--- config.mk ---
export PLATFORM = sky130hd
export DESIGN_NAME = intv_timer
export DESIGN_NICKNAME = d
export VERILOG_FILES = /design/src/rtl/intv_timer_pkg.sv /design/src/rtl/intv_timer_prescale.sv /design/src/rtl/intv_timer_chan.sv /design/src/rtl/intv_timer_irq.sv /design/src/rtl/intv_timer.sv
export SDC_FILE = /design/constraint.sdc
export NUM_CORES = 1
export LEC_CHECK = 0
export ABC_AREA = 1
export CORE_MARGIN = 2
export CORE_UTILIZATION = 40
export CTS_CLUSTER_DIAMETER = 150
export DETAILED_ROUTE_END_ITERATION = 6
export SLEW_MARGIN = 20
export SYNTH_ARGS = -nofsm -noshare
export SYNTH_HDL_FRONTEND = slang
export SYNTH_SLANG_ARGS = --single-unit
--- constraint.sdc ---
create_clock -name clk -period 1.9 [get_ports clk]
set_input_delay 0.38 -clock clk [delete_from_list [all_inputs] [get_ports clk]]
set_output_delay 0.38 -clock clk [all_outputs]
set_load 0.02 [all_outputs]
--- src/rtl/intv_timer_pkg.sv ---
package intv_timer_pkg;
  localparam int PRE_W     = 3;
  localparam int CTRL_W    = 5;
  localparam int NCH       = 2;
  localparam int CH_STRIDE = 16;

  localparam logic [7:0] OFS_DIV0  = 8'h00;
  localparam logic [7:0] OFS_CNT0  = 8'h04;
  localparam logic [7:0] OFS_CTRL0 = 8'h08;
  localparam logic [7:0] OFS_TIME  = 8'h38;
  localparam logic [7:0] OFS_MASK  = 8'h48;
  localparam logic [7:0] OFS_ACK   = 8'h4C;
  localparam logic [7:0] OFS_RAW   = 8'h50;
  localparam logic [7:0] OFS_MSKD  = 8'h54;

  typedef enum logic [1:0] {
    OP_LOAD = 2'd0,
    OP_STOP = 2'd1,
    OP_RUN  = 2'd2,
    OP_BAD  = 2'd3
  } op_e;

  // rate code 7 -> shift 0 (every cycle) ... code 4 -> shift 3 (every 8th)
  function automatic logic [1:0] rate_shift(input logic [2:0] sel);
    return 2'd3 - sel[1:0];
  endfunction

  function automatic logic tick_hit(input logic [2:0] sel, input logic [PRE_W-1:0] pre);
    logic [PRE_W-1:0] m;
    m = (3'b001 << rate_shift(sel)) - 3'b001;
    return sel[2] && ((pre & m) == m);
  endfunction
endpackage

--- src/rtl/intv_timer_prescale.sv ---
module intv_timer_prescale
  import intv_timer_pkg::*;
(
  input  logic             clk,
  input  logic             rst_n,
  output logic [PRE_W-1:0] pre_q
);
  always_ff @(posedge clk) begin
    if (!rst_n) pre_q <= '0;
    else        pre_q <= pre_q + 1'b1;
  end
endmodule

--- src/rtl/intv_timer_chan.sv ---
module intv_timer_chan
  import intv_timer_pkg::*;
#(
  parameter int CNT_W  = 32,
  parameter bit ACTIVE = 1'b1
) (
  input  logic              clk,
  input  logic              rst_n,
  input  logic              div_we,
  input  logic              ctrl_we,
  input  logic [CNT_W-1:0]  wdata,
  input  logic [PRE_W-1:0]  pre,
  output logic [CNT_W-1:0]  div_q,
  output logic [CTRL_W-1:0] ctrl_q,
  output logic [CNT_W-1:0]  cnt_q,
  output logic              expire
);
  op_e  wop;
  logic accept;

  assign wop    = op_e'(wdata[1:0]);
  assign accept = ctrl_we && (wop != OP_BAD);

  always_ff @(posedge clk) begin
    if (!rst_n) begin
      div_q  <= '0;
      ctrl_q <= '0;
    end else begin
      if (div_we) div_q  <= wdata;
      if (accept) ctrl_q <= wdata[CTRL_W-1:0];
    end
  end

  generate
    if (ACTIVE) begin : g_count
      logic run_q;
      logic tick;

      assign tick   = run_q && tick_hit(ctrl_q[4:2], pre);
      assign expire = tick && !accept && (cnt_q == '0);

      always_ff @(posedge clk) begin
        if (!rst_n) begin
          run_q <= 1'b0;
          cnt_q <= '0;
        end else if (accept) begin
          unique case (wop)
            OP_LOAD: cnt_q <= div_q;
            OP_STOP: run_q <= 1'b0;
            OP_RUN:  run_q <= 1'b1;
            default: run_q <= run_q;
          endcase
        end else if (tick) begin
          cnt_q <= (cnt_q == '0) ? div_q : cnt_q - 1'b1;
        end
      end

      AST_DOWN_ONE: assert property (@(posedge clk) disable iff (!rst_n)
        (tick && !accept && cnt_q != '0) |=> cnt_q == $past(cnt_q) - 1'b1);
      AST_STOPPED_HOLDS: assert property (@(posedge clk) disable iff (!rst_n)
        (!run_q && !accept) |=> $stable(cnt_q));
      AST_BADSEL_HOLDS: assert property (@(posedge clk) disable iff (!rst_n)
        (!ctrl_q[4] && !accept) |=> $stable(cnt_q));
    end else begin : g_dormant
      logic unused_pre;
      assign unused_pre = ^pre;
      assign cnt_q      = '0;
      assign expire     = 1'b0;
    end
  endgenerate
endmodule

--- src/rtl/intv_timer_irq.sv ---
module intv_timer_irq #(
  parameter int NCH = 2
) (
  input  logic           clk,
  input  logic           rst_n,
  input  logic [NCH-1:0] expire,
  input  logic           mask_we,
  input  logic           ack_we,
  input  logic [NCH-1:0] wbits,
  output logic [NCH-1:0] raw_q,
  output logic [NCH-1:0] mask_q,
  output logic           irq_o
);
  logic [NCH-1:0] clr;

  assign clr   = ack_we ? wbits : '0;
  assign irq_o = |(raw_q & mask_q);

  always_ff @(posedge clk) begin
    if (!rst_n) begin
      raw_q  <= '0;
      mask_q <= '0;
    end else begin
      raw_q <= (raw_q & ~clr) | expire;
      if (mask_we) mask_q <= wbits;
    end
  end

  AST_EXPIRE_SETS_RAW: assert property (@(posedge clk) disable iff (!rst_n)
    expire[0] |=> raw_q[0]);
  AST_ACK_CLEARS: assert property (@(posedge clk) disable iff (!rst_n)
    (ack_we && wbits[0] && !expire[0]) |=> !raw_q[0]);
endmodule

--- src/rtl/intv_timer.sv ---
module intv_timer
  import intv_timer_pkg::*;
#(
  parameter int ADDR_W = 8,
  parameter int DATA_W = 32,
  parameter int CNT_W  = 32
) (
  input  logic              clk,
  input  logic              rst_n,
  input  logic              bus_we,
  input  logic              bus_re,
  input  logic [ADDR_W-1:0] bus_addr,
  input  logic [DATA_W-1:0] bus_wdata,
  output logic [DATA_W-1:0] bus_rdata,
  output logic              irq_o
);
  localparam int TIME_W = DATA_W;

  logic [PRE_W-1:0]  pre;
  logic [CNT_W-1:0]  div_a  [NCH];
  logic [CTRL_W-1:0] ctrl_a [NCH];
  logic [CNT_W-1:0]  cnt_a  [NCH];
  logic [NCH-1:0]    expire;
  logic [NCH-1:0]    raw_q, mask_q;
  logic [TIME_W-1:0] time_q;
  logic [DATA_W-1:0] rd_d;
  logic              mask_we, ack_we;

  function automatic logic hit(input logic [ADDR_W-1:0] a, input logic [7:0] ofs);
    return a == ADDR_W'(ofs);
  endfunction

  intv_timer_prescale u_pre (
    .clk   (clk),
    .rst_n (rst_n),
    .pre_q (pre)
  );

  for (genvar c = 0; c < NCH; c++) begin : g_ch
    logic div_we, ctrl_we;
    assign div_we  = bus_we && hit(bus_addr, OFS_DIV0  + 8'(c * CH_STRIDE));
    assign ctrl_we = bus_we && hit(bus_addr, OFS_CTRL0 + 8'(c * CH_STRIDE));

    intv_timer_chan #(.CNT_W(CNT_W), .ACTIVE(c == 0)) u_chan (
      .clk     (clk),
      .rst_n   (rst_n),
      .div_we  (div_we),
      .ctrl_we (ctrl_we),
      .wdata   (bus_wdata[CNT_W-1:0]),
      .pre     (pre),
      .div_q   (div_a[c]),
      .ctrl_q  (ctrl_a[c]),
      .cnt_q   (cnt_a[c]),
      .expire  (expire[c])
    );
  end

  assign mask_we = bus_we && hit(bus_addr, OFS_MASK);
  assign ack_we  = bus_we && hit(bus_addr, OFS_ACK);

  intv_timer_irq #(.NCH(NCH)) u_irq (
    .clk     (clk),
    .rst_n   (rst_n),
    .expire  (expire),
    .mask_we (mask_we),
    .ack_we  (ack_we),
    .wbits   (bus_wdata[NCH-1:0]),
    .raw_q   (raw_q),
    .mask_q  (mask_q),
    .irq_o   (irq_o)
  );

  always_ff @(posedge clk) begin
    if (!rst_n) time_q <= '0;
    else        time_q <= time_q + 1'b1;
  end

  always_comb begin
    rd_d = '0;
    for (int c = 0; c < NCH; c++) begin
      if (hit(bus_addr, OFS_DIV0  + 8'(c * CH_STRIDE))) rd_d[CNT_W-1:0]  = div_a[c];
      if (hit(bus_addr, OFS_CNT0  + 8'(c * CH_STRIDE))) rd_d[CNT_W-1:0]  = cnt_a[c];
      if (hit(bus_addr, OFS_CTRL0 + 8'(c * CH_STRIDE))) rd_d[CTRL_W-1:0] = ctrl_a[c];
    end
    if (hit(bus_addr, OFS_TIME)) rd_d[TIME_W-1:0] = time_q;
    if (hit(bus_addr, OFS_MASK)) rd_d[NCH-1:0]    = mask_q;
    if (hit(bus_addr, OFS_RAW))  rd_d[NCH-1:0]    = raw_q;
    if (hit(bus_addr, OFS_MSKD)) rd_d[NCH-1:0]    = raw_q & mask_q;
  end

  always_ff @(posedge clk) begin
    if (!rst_n)      bus_rdata <= '0;
    else if (bus_re) bus_rdata <= rd_d;
  end

  AST_TIME_STEP: assert property (@(posedge clk) disable iff (!rst_n)
    $past(rst_n) |-> time_q == $past(time_q) + 1'b1);
  AST_RDATA_HOLD: assert property (@(posedge clk) disable iff (!rst_n)
    !bus_re |=> $stable(bus_rdata));
endmodule

==> key figures <==
Global route
  • Number of global-route vias before repair: around 8,000
  • Antenna violations before repair: 0
  • Total grt overflow: 0
  • Largest net degree at the start of global routing: 61
  • First-pass GRT wire length: approximately 42,000 µm
  • Total GRT Usage: 23.6%

Final layout
  • Final instance area: ~11,000 µm²
  • Number of diodes: 0
  • Count of non-filler cells in the finished layout: 1,674
  • Share of layout cells above drive strength 1: 16.4%
  • Fin nets: ~1,400
  • Area growth syn-to-layout: 30.6%
  • Fillers: about 2,100

Floorplan
  • Die H: 151 µm
  • I/O pin count: 77
  • Core area: around 21,000 µm²
  • Die outline area: roughly 23,000 µm²
  • Die Width: ~150 µm
  • Num rows: between 50 and 60
  • Initial core utilization: between 40% and 50%

STA
  • Total negative slack: 0 ns
  • Final Cycle Share: between 90% and 100%
  • Slew Limit Fails: 0
  • Worst Skew: approximately 0.015 ns
  • Final Hold Fails: 0
  • Final setup fails: 0
  • Tmin final: about 1.8 ns
  • Max transition margin: ~74%
  • Fmax: ~0.55 GHz
  • Worst slew pin tran: 0.386 ns
  • Final WS setup: around 0.083 ns
  • Final hold slack: ~0.26 ns

Clock tree
  • Skew-Pair Late Insertion Delay: 0.44 ns
  • Clock transition at path regs: 0.07 ns
  • Clk buf depth: 2
  • CTS tree: done
  • Clk sinks: 178
  • Total clock buffers created by CTS: 17
  • H-tree level count: 4
  • Clk root buf: clkbuf_16

Synth
  • Synth cell types: 37
  • Area share of the largest cell type after synthesis: around two fifths
  • Synth Net Count: about 1,300
  • Synthesis Warnings: 0
  • EDFF count, synth: 0
  • Post-synth ARST share: 0%
  • Avg Inst Size Synth: 7.00 µm²
  • Synth area leaders: dfxtp_1 41%, a21oi_1 9.0%, nand2_1 7.9%, o21ai_0 7.8%, nor2_1 6.5%
  • Register area share after synthesis: between 40% and 50%
  • Synth Instances: roughly 1,200
  • Area leader, netlist: dfxtp_1
  • Synthesized flop and latch total: roughly 180
  • Synth Flop Type: dfxtp_1
  • Synth Cell Area: roughly 8600 µm²

Critical path
  • CP arrival: 2.18 ns
  • RR Startpoint: time_q[1]$_SDFF_PN0_
  • Setup crit start kind: input pin
  • Critical Path Start: bus_addr[4]
  • Setup CP Type: input pin to flop
  • CP Capture Type: flop
  • CP Max Fanout: 19
  • Worst EP required: between 2 and 2.5 ns

Hold path
  • Hold crit path type: input pin to flop
  • Hold path start: bus_re

Power
  • Max VDD drop: about 0.00048 V
  • Leakage: 4.55 nW
  • Pwr/cell area: 684 nW/µm²

Placement
  • Placed inst area: around 10,000 µm²
  • I/O Buffers: 76
  • GPL Wtd Cong: 0.924
  • Pre-CTS WS: -0.543 ns
  • Placed instance count: between 1,500 and 2,000
  • DP HPWL: 19,700 µm

Route
  • Final wirelength: around 27,000 µm
  • Via density per instance: ~5.2
  • DRT iter0 DRCs: 549
  • # DRC: 0
  • ANT nets after route: 0
  • Via count: 8,732
  • Avg WL per Cell: between 15 and 20 µm
  • Initial DRT Pass Iterations: 5

Outcome
  • Status: complete, no violations

Flow run
  • MaxCap Viol Count: 0
## state kept, by name (all words and copies together) (netlist names)
| signal | flops |
|---|---|
| u_irq.mask_q | 2 |
| g_ch.u_chan.g_count.run_q | 1 |
| u_irq.raw_q | 2 |
| g_ch.u_chan.div_q | 64 |
| time_q | 32 |
| bus_rdata | 32 |
| g_ch.u_chan.ctrl_q | 10 |
| g_ch.u_chan.cnt_q | 32 |
| u_pre.pre_q | 3 |
## cell families (layout without fill, tap and decap cells)
family / Yosys count / count (layout) / synth area share [%]
AO/OA/AOI/OAI: 379 / 379 / 23.2
XOR/XNOR: 27 / 27 / 2.74
adder cells (fa/ha/maj): 7 / 7 / 1.01
buffers and inverters: 196 / 362 / 9.20
flip-flops: 178 / 178 / 41.3
AND/OR/NAND/NOR: 446 / 446 / 22.6
## report_power, final
group,internal (mW),switching (mW),total (mW)
clock network,1.78,1.68,3.46
logic,0.212,0.247,0.459
registers,3.76,0.0222,3.79
total,5.75,1.95,7.71
## layer usage
metal / wire (µm) / up-vias / global-route usage (%)
met5: 0 / - / 0
met4: 567 / 0 / 7.66
met3: 1240 / 28 / 4.22
met2: 12300 / 222 / 37.7
met1: 12700 / 4054 / 32.2
li1: - / 4428 / -
## path summary, 6_finish.rpt
path	end	slack, ns	cells after the start
max reg2reg	time_q[27]$_SDFF_PN0_	0.10	13
min reg2reg	g_ch[1].u_chan.ctrl_q[0]$_SDFFE_PN0P_	0.45	2
min	bus_rdata[1]$_SDFFE_PN0P_	0.26	3
max	g_ch[0].u_chan.cnt_q[30]$_SDFFE_PN0P_	0.08	13
## synthesized netlist by cell type (2+ instances only)
library cell,n
a21oi_1,155
a31oi_1,22
buf_2,14
buf_4,3
buf_6,4
clkbuf_1,38
clkinv_1,3
dfxtp_1,178
ha_1,7
inv_1,118
inv_2,15
nand2_1,181
nand2_2,9
nand3_1,35
nand3_2,2
nand4_1,13
nand4_2,2
nor2_1,149
nor2_2,14
nor2_4,3
nor3_1,20
nor3_2,4
nor3b_1,5
nor4_1,5
o211ai_1,10
o21a_1,4
o21ai_0,135
o21ai_1,25
o22ai_1,25
or2_2,3
xnor2_1,5
xor2_1,22
## layout make-up
class	instances	area, µm²	share of cell area, %
clock buffer	18	439	3.90
clock inverter	14	141	1.25
inverter	136	520	4.62
multi-input combinational	859	4440	39.4
sequential	178	3560	31.6
tap	275	344	3.05
timing repair buffer	194	1820	16.2
## cell usage in the layout, fill, tap and decap left out, types with 25 or more instances in the layout
cell type / instances
o21ai_0: 128
buf_4: 105
nand2_1: 175
inv_1: 115
o22ai_1: 25
o21ai_1: 30
nor2_1: 141
a21oi_1: 152
clkdlybuf4s50_1: 66
nand3_1: 34
dfxtp_1: 177
## repair_timing
action,4_1_cts,5_1_grt
hold buffers,0,0
cloned,0,3
gates resized for setup,5,57
pin swaps,0,12
endpoints found under the setup margin,5,90
setup buffers,0,9
## critical path, cell delays in order
cell and delay [ns]:
clkdlybuf4s50_1 0.49, nor2_2 0.05, nand2_2 0.10, buf_4 0.14
nor2_4 0.04, nand2_4 0.07, nand4_1 0.12, nand2_2 0.14
clkinv_4 0.11, buf_12 0.17, a21oi_1 0.15, o31ai_1 0.09
a21oi_1 0.12
## per-stage QoR
step	util [%]	total power [mW]
CTS	51.9	7.75
global placement	49.1	4.32
detailed placement	49.1	4.32
floorplan	-	4.06
global route	53.5	7.97
finish	53.5	7.71
Note: power is estimated with default switching activity, not from simulation.
